<file path="config.mk">
export PLATFORM = sky130hd
export DESIGN_NAME = pix_lane_merge
export DESIGN_NICKNAME = d
export VERILOG_FILES = /design/src/rtl/pix_merge_pkg.sv /design/src/rtl/pmg_hold_buf.sv /design/src/rtl/pmg_framer.sv /design/src/rtl/pix_lane_merge.sv
export SDC_FILE = /design/constraint.sdc
export NUM_CORES = 1
export LEC_CHECK = 0
export ABC_AREA = 1
export CORE_UTILIZATION = 50
export CTS_CLUSTER_DIAMETER = 120
export CTS_CLUSTER_SIZE = 14
export DETAILED_ROUTE_END_ITERATION = 12
export GPL_TIMING_DRIVEN = 0
export MAX_ROUTING_LAYER = met4
export PLACE_DENSITY = 0.78
export SLEW_MARGIN = 20
export SYNTH_ARGS = -nofsm -noshare
export SYNTH_HDL_FRONTEND = slang
export SYNTH_SLANG_ARGS = --single-unit
export TNS_END_PERCENT = 30
</file>
<file path="constraint.sdc">
create_clock -name clk -period 3.4 [get_ports clk]
set_clock_uncertainty 0.15 [all_clocks]
set_input_delay 0.51 -clock clk [delete_from_list [all_inputs] [get_ports clk]]
set_output_delay 0.51 -clock clk [all_outputs]
set_load 0.005 [all_outputs]
</file>
<file path="src/rtl/pix_merge_pkg.sv">
package pix_merge_pkg;

    localparam int unsigned PIX_W_DEF = 12;
    localparam int unsigned LANES_DEF = 4;
    localparam int unsigned LEN_W_DEF = 16;

    typedef logic [PIX_W_DEF-1:0] pix_word_t;

    typedef struct packed {
        logic      valid;
        pix_word_t data;
        logic      sol;
        logic      eol;
        logic      sof;
    } pix_out_t;

    // true when a counter value sits at the last position of a line
    function automatic logic at_line_end(input logic [LEN_W_DEF-1:0] pos,
                                         input logic [LEN_W_DEF-1:0] len);
        return (len != '0) && (pos == len - LEN_W_DEF'(1));
    endfunction

endpackage

</file>
<file path="src/rtl/pmg_hold_buf.sv">
module pmg_hold_buf #(
    parameter int unsigned PIX_W = 12,
    parameter int unsigned LANES = 4
) (
    input  logic                   clk,
    input  logic                   rst,
    input  logic                   in_valid,
    input  logic [LANES*PIX_W-1:0] in_lanes,
    output logic                   out_valid,
    output logic [PIX_W-1:0]       out_data,
    output logic                   overflow
);
    localparam int unsigned IDX_W = (LANES > 1) ? $clog2(LANES) : 1;
    localparam int unsigned REM_W = $clog2(LANES + 1);
    localparam logic [REM_W-1:0] REM_FULL = REM_W'(LANES);
    localparam logic [REM_W-1:0] REM_ONE  = REM_W'(1);

    logic [PIX_W-1:0] lane_w [LANES];
    logic [PIX_W-1:0] slot   [LANES];
    logic [IDX_W-1:0] rd_idx;
    logic [REM_W-1:0] remain;
    logic             accept;
    logic             busy;

    genvar g;
    generate
        for (g = 0; g < LANES; g++) begin : g_unpack
            assign lane_w[g] = in_lanes[g*PIX_W +: PIX_W];

            always_ff @(posedge clk) begin
                if (rst)         slot[g] <= '0;
                else if (accept) slot[g] <= lane_w[g];
            end
        end
    endgenerate

    // more than one pixel still to show: a new beat cannot land
    assign busy   = (remain > REM_ONE);
    assign accept = in_valid && !busy;

    always_ff @(posedge clk) begin
        if (rst) begin
            remain   <= '0;
            rd_idx   <= '0;
            overflow <= 1'b0;
        end else begin
            if (accept) begin
                remain <= REM_FULL;
                rd_idx <= '0;
            end else if (remain != '0) begin
                remain <= remain - REM_ONE;
                rd_idx <= rd_idx + IDX_W'(1);
            end
            if (in_valid && busy) overflow <= 1'b1;
        end
    end

    assign out_valid = (remain != '0);
    assign out_data  = slot[rd_idx];

    AST_OVF_ON_BUSY: assert property (@(posedge clk) disable iff (rst)
        (in_valid && busy) |=> overflow);
    AST_OVF_STICKY: assert property (@(posedge clk) disable iff (rst)
        overflow |=> overflow);
    AST_ACCEPT_LANE0: assert property (@(posedge clk) disable iff (rst)
        accept |=> (out_valid && rd_idx == '0));
    AST_RESET_IDLE: assert property (@(posedge clk)
        rst |=> (!out_valid && !overflow));

endmodule

</file>
<file path="src/rtl/pmg_framer.sv">
module pmg_framer #(
    parameter int unsigned LEN_W = 16
) (
    input  logic             clk,
    input  logic             rst,
    input  logic             emit,
    input  logic             hsync,
    input  logic             vsync,
    input  logic [LEN_W-1:0] line_len,
    output logic             sol,
    output logic             sof,
    output logic             eol
);
    import pix_merge_pkg::*;

    logic [LEN_W-1:0] pos;
    logic             sol_pend;
    logic             sof_pend;

    always_ff @(posedge clk) begin
        if (rst) begin
            pos      <= '0;
            sol_pend <= 1'b0;
            sof_pend <= 1'b0;
        end else begin
            if (hsync)     pos <= '0;
            else if (emit) pos <= eol ? '0 : pos + LEN_W'(1);

            if (hsync)     sol_pend <= 1'b1;
            else if (emit) sol_pend <= 1'b0;

            if (vsync)                 sof_pend <= 1'b1;
            else if (emit && sol_pend) sof_pend <= 1'b0;
        end
    end

    assign sol = emit && sol_pend;
    assign sof = sol && sof_pend;
    assign eol = emit && at_line_end(pos, line_len);

    AST_SOL_SINGLE: assert property (@(posedge clk) disable iff (rst)
        (sol && !hsync) |=> !sol);
    AST_SOF_CONSUMED: assert property (@(posedge clk) disable iff (rst)
        (sof && !vsync) |=> !sof_pend);

endmodule

</file>
<file path="src/rtl/pix_lane_merge.sv">
module pix_lane_merge
    import pix_merge_pkg::*;
#(
    parameter int unsigned PIX_W = PIX_W_DEF,
    parameter int unsigned LANES = LANES_DEF,
    parameter int unsigned LEN_W = LEN_W_DEF
) (
    input  logic                   clk,
    input  logic                   rst,
    input  logic                   in_valid,
    input  logic [LANES*PIX_W-1:0] in_lanes,
    input  logic                   hsync,
    input  logic                   vsync,
    input  logic [LEN_W-1:0]       line_len,
    output logic                   out_valid,
    output logic [PIX_W-1:0]       out_pixel,
    output logic                   out_sol,
    output logic                   out_eol,
    output logic                   out_sof,
    output logic                   overflow
);
    logic             buf_valid;
    logic [PIX_W-1:0] buf_data;
    logic             f_sol;
    logic             f_sof;
    logic             f_eol;

    pmg_hold_buf #(.PIX_W(PIX_W), .LANES(LANES)) u_hold (
        .clk      (clk),
        .rst      (rst),
        .in_valid (in_valid),
        .in_lanes (in_lanes),
        .out_valid(buf_valid),
        .out_data (buf_data),
        .overflow (overflow)
    );

    pmg_framer #(.LEN_W(LEN_W)) u_frame (
        .clk     (clk),
        .rst     (rst),
        .emit    (buf_valid),
        .hsync   (hsync),
        .vsync   (vsync),
        .line_len(line_len),
        .sol     (f_sol),
        .sof     (f_sof),
        .eol     (f_eol)
    );

    assign out_valid = buf_valid;
    assign out_pixel = buf_data;
    assign out_sol   = f_sol;
    assign out_sof   = f_sof;
    assign out_eol   = f_eol;

    AST_FLAGS_NEED_VALID: assert property (@(posedge clk) disable iff (rst)
        (out_sol || out_eol) |-> out_valid);

endmodule

</file>
==> results of run 1 <==
-- metrics by stage --
| step | hold slack (ns) | std cells |
|---|---|---|
| floorplan | 0.2837 | 544 |
| global placement | 0.2933 | 731 |
| detailed placement | 0.2945 | 732 |
| CTS | 0.3082 | 750 |
| global route | 0.3320 | 754 |
| finish | 0.3085 | 754 |
-- final cells by class --
class,count,area [sq um]
plain buffers,13,62.56
clock buffers,11,141.4
clock inverters,5,77.57
fillers,631,2395
inverters,100,375.4
multi-input cells,357,1819
flip-flops and latches,74,1962
well taps,102,127.6
repair buffers,92,927.1
-- power groups by stage --
stage / Combinational [mW] / Clock (mW) / Sequential, mW
5_1_grt: 1.35 / 0.793 / 1.32
4_1_cts: 1.22 / 0.756 / 1.30
3_3_place_gp: 1.17 / 0 / 1.32
3_5_place_dp: 1.21 / 0 / 1.32
2_1_floorplan: 0.644 / 0 / 1.30
6_report: 1.23 / 0.745 / 1.30
-- state kept, by name, indices dropped and copies added, names as in the netlist, named ones only --
name              count
u_frame.pos          16
u_frame.sof_pend      1
u_frame.sol_pend      1
u_hold.overflow       1
u_hold.rd_idx         2
u_hold.remain         3
u_hold.slot          48
-- worst register-to-register path: cells and delay by family (launching register included) --
family	cells	cell delay (ns)
and+or+nand+nor	9	0.97
buffers and inverters	5	0.67
DFF	1	0.36
adders and majority gates	1	0.21
AOI/OAI and AO/OA	1	0.13
-- synthesized netlist by cell type, drive strengths merged --
library cell	count
o21ai	33
xnor2	5
nand4	2
xor2	16
edfxtp	48
nand3b	3
a31oi	1
o31ai	1
buf	4
nand2	95
dfxtp	26
a21oi	12
clkbuf	9
nand3	20
and3	1
nor3	13
or2	2
inv	100
nor3b	3
o22ai	13
nor2	131
ha	6
-- routing by layer --
| layer | wire [microns] | vias to the layer above |
|---|---|---|
| met5 | 0 | - |
| met4 | 59 | 0 |
| met3 | 545 | 7 |
| met2 | 5128 | 109 |
| met1 | 4818 | 1807 |
| li1 | - | 1916 |
-- path summary, 6_finish.rpt --
| path | depth (start not counted) | slack [ns] | end |
|---|---|---|---|
| hold / removal | 2 | 0.31 | u_hold.overflow |
| setup reg to reg | 16 | 0.79 | u_frame.pos[3] |
| hold reg to reg | 2 | 0.31 | u_hold.overflow |
| setup / recovery | 13 | 0.13 | out_eol |
-- timing repair --
action | 4_1_cts | 5_1_grt
gates resized for setup | 7 | 13
pin swaps | 0 | 4
setup buffers | 2 | 4
endpoints found under the hold margin | 0 | 0
endpoints found under the setup margin | 1 | 1
-- cell families after synthesis --
logic type / synth area share, %
flops: 47.09
xor+xnor: 4.414
simple gates: 28.50
fa+ha+maj: 1.802
compound gates: 7.688
buf+inv: 10.51
==> results.cfg, run 1 <==
[grt]
use_met2_pct = 43.32
grt_max_degree = 34
grt-ovfl-total = 0
top_usage_layer = met2
grt_pass1_wl_mm = 16.94
first_global_vias = 3676
grtUsageTotal_pct = 26.38
antenna_found_initial = 0
grt_use_met1_pct = 34.00
grt_util_met3_pct = 5.772

[die]
die_x_microns = 93.29
rows = 32
dieArea_sq_um = 8702
core_area_sq_um = 7888
die_h_microns = 93.29
start_util_pct = 52.82
num_io_pins = 86

[power]
p_leak_nw = 2.433
vdd_drop_max_mv = 0.4982
comb_power_share_pct = 37.5
power.share.sequential_pct = 39.8
p_int_mw = 2.193
switching_share_pct = 33.10
total_power_mw = 3.278
p_per_area_nw_per_um2 = 596.8
power.share.clock_pct = 22.7
net-switching-power_mw = 1.085

[yosys]
yosys_warnings = 0
syn_area_sq_um = 4166
synthTopCellsByArea = edfxtp_1 (35%), dfxtp_1 (12%), nor2_1 (10%)
syn-num-nets = 619
synth.distinct_cells = 32
avgSynthCellArea_sq_um = 7.659
synth_seq_cells = 74
netlist_instances = 544
ys_seq_area_share_pct = 47.09
synth_top_area_share_pct = 34.59
synth_area_leader_cell = edfxtp_1

[cts]
clk_pin_slew_ns = 0.07
cts_tree = yes
insertion_delay_ns = 0.34
cts_buffers = 9
root_buffer = clkbuf_8
ctsHoldBuffers = 0
cts_sinks = 74
cts_max_level = 3
clk_path_buf_depth = 2

[layout]
area_delta_synth_final_pct = 31.83
design_area_sq_um = 5493
layout-drive-gt1-share_pct = 9.816
nNetsFinal = 722
layout_common_cells = nor2_1 (109), inv_1 (98), nand2_1 (88)
diodes = 0
post-route-util_pct = 69.64
layout_commonest_cell = nor2_1

[critical_path]
crit_path_top_delay_cell = clkdlybuf4s50_1
worstSetupStartpoint = line_len[4]
max_stage_delay_ns = 0.55
crit_family = buffers and inverters
startpoint_type = input pin
crit_type = in2out
crit_buf_inv = 5
worst-endpoint-arrival_ns = 2.61
crit_chain = clkdlybuf4s50_1 -> inv_1 -> nand2_1 -> nor2_4 -> buf_4 -> nand2_1 -> nand2_1 -> nand2_1 -> nand2_1 -> nor3_2 -> nand2_2 -> inv_1 -> clkdlybuf4s50_1
crit_fanout = 4
crit_required_ns = 2.74
worstReg2RegStart = u_hold.remain[0]
end_kind = output pin
cp_common_cell = nand2_1

[hold_path]
min_from = u_hold.overflow
hold_class = reg2reg

[placed_design]
hpwl_mm = 7.941
place_worst_setup_slack_ns = -0.2570
place_area_sq_um = 5167
port_buffers = 85
gp_congestion = 0.9067

[timing]
hold_viol = 0
max_freq_ghz = 0.3056
post-route-min-period_ns = 3.272
setup_violations = 0
slew_headroom_pct = 61.02
finalSetupTns_ns = 0
min_period_over_period_pct = 96.23
layout_setup_ws_ns = 0.1283
worstMarginPinSlew_ns = 0.5847
drv_slew = 0

[drt]
drt_pass1_iterations = 5
drtIter0Drc = 312
drcViolationCount = 0
ant_nets = 0
viasPerCell = 5.092
wl_per_cell_microns = 13.99
num_vias = 3839
wirelength_mm = 10.55

[flow_run]
max_cap_violations = 0

[run_status]
outcome = finished clean
Note: power is estimated with default switching activity, not from simulation.
==> run 2: changes to the inputs <==
--- a/config.mk
+++ b/config.mk
@@ -10,9 +10,9 @@
 export CTS_CLUSTER_DIAMETER = 120
 export CTS_CLUSTER_SIZE = 14
 export DETAILED_ROUTE_END_ITERATION = 12
+export DONT_BUFFER_PORTS = 1
 export GPL_TIMING_DRIVEN = 0
 export MAX_ROUTING_LAYER = met4
-export PLACE_DENSITY = 0.78
 export SLEW_MARGIN = 20
 export SYNTH_ARGS = -nofsm -noshare
 export SYNTH_HDL_FRONTEND = slang
==> run 2 against run 1 <==
Compared with the run above: die area did not move; largest cell class unchanged; hold slack got worse by 0.23 ns; sequential cell count did not move; highest routed layer unchanged; first-iteration DRC count fell by 67%; combinational power fell by 30%; critical path type is now reg2out; maximum frequency rose by 20%.
==> results.cfg, run 2 (synthesized netlist as in run 1, its figures left out) <==
[run_status]
outcome = finished clean

[cts]
cts_buffers = 9
cts_sinks = 74
clk_pin_slew_ns = 0.08
insertion_delay_ns = 0.34
post-cts-setup-buffer-count = 0
clk_path_buf_depth = 2
ctsHoldBuffers = 0
cts_resized = 0
cts_max_level = 3
cts_tree = yes
root_buffer = clkbuf_8

[power]
p_per_area_nw_per_um2 = 657.6
p_leak_nw = 2.027
power.share.sequential_pct = 43.4
comb_power_share_pct = 28.9
switching_share_pct = 34.39
net-switching-power_mw = 1.027
p_int_mw = 1.959
power.share.clock_pct = 27.7
vdd_drop_max_mv = 0.2358

[die]
num_io_pins = 86
rows = 32
die_h_microns = 93.29
core_area_sq_um = 7888
die_x_microns = 93.29
start_util_pct = 52.82
dieArea_sq_um = 8702

[timing]
post-route-min-period_ns = 2.719
max_freq_ghz = 0.3677
drv_slew = 0
setup_violations = 0
min_period_over_period_pct = 79.98
hold_viol = 0
finalSetupTns_ns = 0
rsz0062_at_grt = false
slew_headroom_pct = 54.52
worstMarginPinSlew_ns = 0.6822
holdWs_ns = 0.07391

[hold_path]
min_from = rst
hold_class = in2reg
hold_depth = 1

[drt]
viasPerCell = 5.051
wirelength_mm = 9.385
drcViolationCount = 0
drtIter0Drc = 103
wl_per_cell_microns = 14.20
num_vias = 3339
ant_nets = 0
drt_pass1_iterations = 4

[grt]
grt_max_degree = 54
antenna_found_initial = 0
grt_pass1_wl_mm = 15.04
first_global_vias = 3197
grtUsageTotal_pct = 23.60
grt-ovfl-total = 0

[layout]
seqCellArea_sq_um = 1962
area_delta_synth_final_pct = 8.979
multi_input_area_sq_um = 1774
largest_reg_flops = 48
fin_cells = 661
post-route-util_pct = 57.57
fill_cells = 756
diodes = 0
layout-drive-gt1-share_pct = 8.408
layout_common_cells = nor2_1 (115), inv_1 (99), nand2_1 (89)
layout_commonest_cell = nor2_1
largest_registers = u_hold.slot (48), u_frame.pos (16), u_hold.remain (3)
top_register = u_hold.slot
nNetsFinal = 630

[critical_path]
r2r.worst_path.cells = 8
crit_fanout = 4
startpoint_type = register
crit_buf_inv = 2
max_stage_delay_ns = 0.35
crit_type = reg2out
crit_chain = inv_1 -> ha_1 -> nand2_2 -> o21ai_0 -> nor3_1 -> nand2_1 -> nor2_1 -> nand3_1 -> nor2_2 -> nand2_2 -> inv_1
crit_path_top_delay_cell = dfxtp_1
worstReg2RegStart = u_hold.remain[1]
crit_required_ns = 2.74
worstSetupStartpoint = u_hold.remain[0]
reg2reg_slack_ns = 1.17
cp.depth = 11
end_kind = output pin
crit_family = simple AND/OR/NAND/NOR gates
worst-endpoint-arrival_ns = 2.06

[placed_design]
gp_congestion = 0.9215
dp.cells = 646
hpwl_mm = 7.137
port_buffers = 0

[flow_run]
max_cap_violations = 0
## run 2: changes by cell type in the layout (fill, tap and decap cells not counted), sizes merged
cell and delta:
clkdlybuf4s50 -79, clkbuf -2, inv +1, buf -7, clkinv -1, bufinv +1
dlymetal6s2s -5, dlygate4sd2 -1
## run 2: path summary, 6_finish.rpt
check                                          end
worst min register to register    u_frame.sol_pend
worst max-delay path                       out_eol
worst max register to register  u_hold.slot[3][10]
worst min-delay path              u_frame.sol_pend
## run 2: stage by stage
| step | power, mW | cell area, sq um | worst slack, ns |
|---|---|---|---|
| finish | 2.986 | 4541 | 0.6805 |
| global route | 3.174 | 4541 | 0.4979 |
| CTS | 3.011 | 4541 | 0.6844 |
| detailed placement | 2.201 | 4302 | 0.8547 |
| global placement | 2.180 | 4294 | 0.4819 |
| floorplan | 1.942 | 4167 | 0.9870 |
## run 2: cell type report
cell class / instances / area share (%)
Tap cell: 102 / 2.811
Buffer: 13 / 1.378
Multi-Input combinational cell: 357 / 39.07
Clock buffer: 9 / 2.728
Clock inverter: 6 / 2.535
Sequential cell: 74 / 43.21
Inverter: 100 / 8.267
## run 2: power groups by stage
stage | Sequential [mW] | Clock [mW] | Combinational (mW)
4_1_cts | 1.30 | 0.830 | 0.882
2_1_floorplan | 1.30 | 0 | 0.644
3_3_place_gp | 1.32 | 0 | 0.856
3_5_place_dp | 1.32 | 0 | 0.881
5_1_grt | 1.32 | 0.868 | 0.988
6_report | 1.30 | 0.827 | 0.864
## run 2: metal layers
layer	GRT usage, %	up-vias	share of wire, %
met4	8.718	0	2.1
met2	40.69	91	50
li1	-	1720	-
met3	4.553	15	5.6
met5	-	-	0
met1	27.33	1513	42
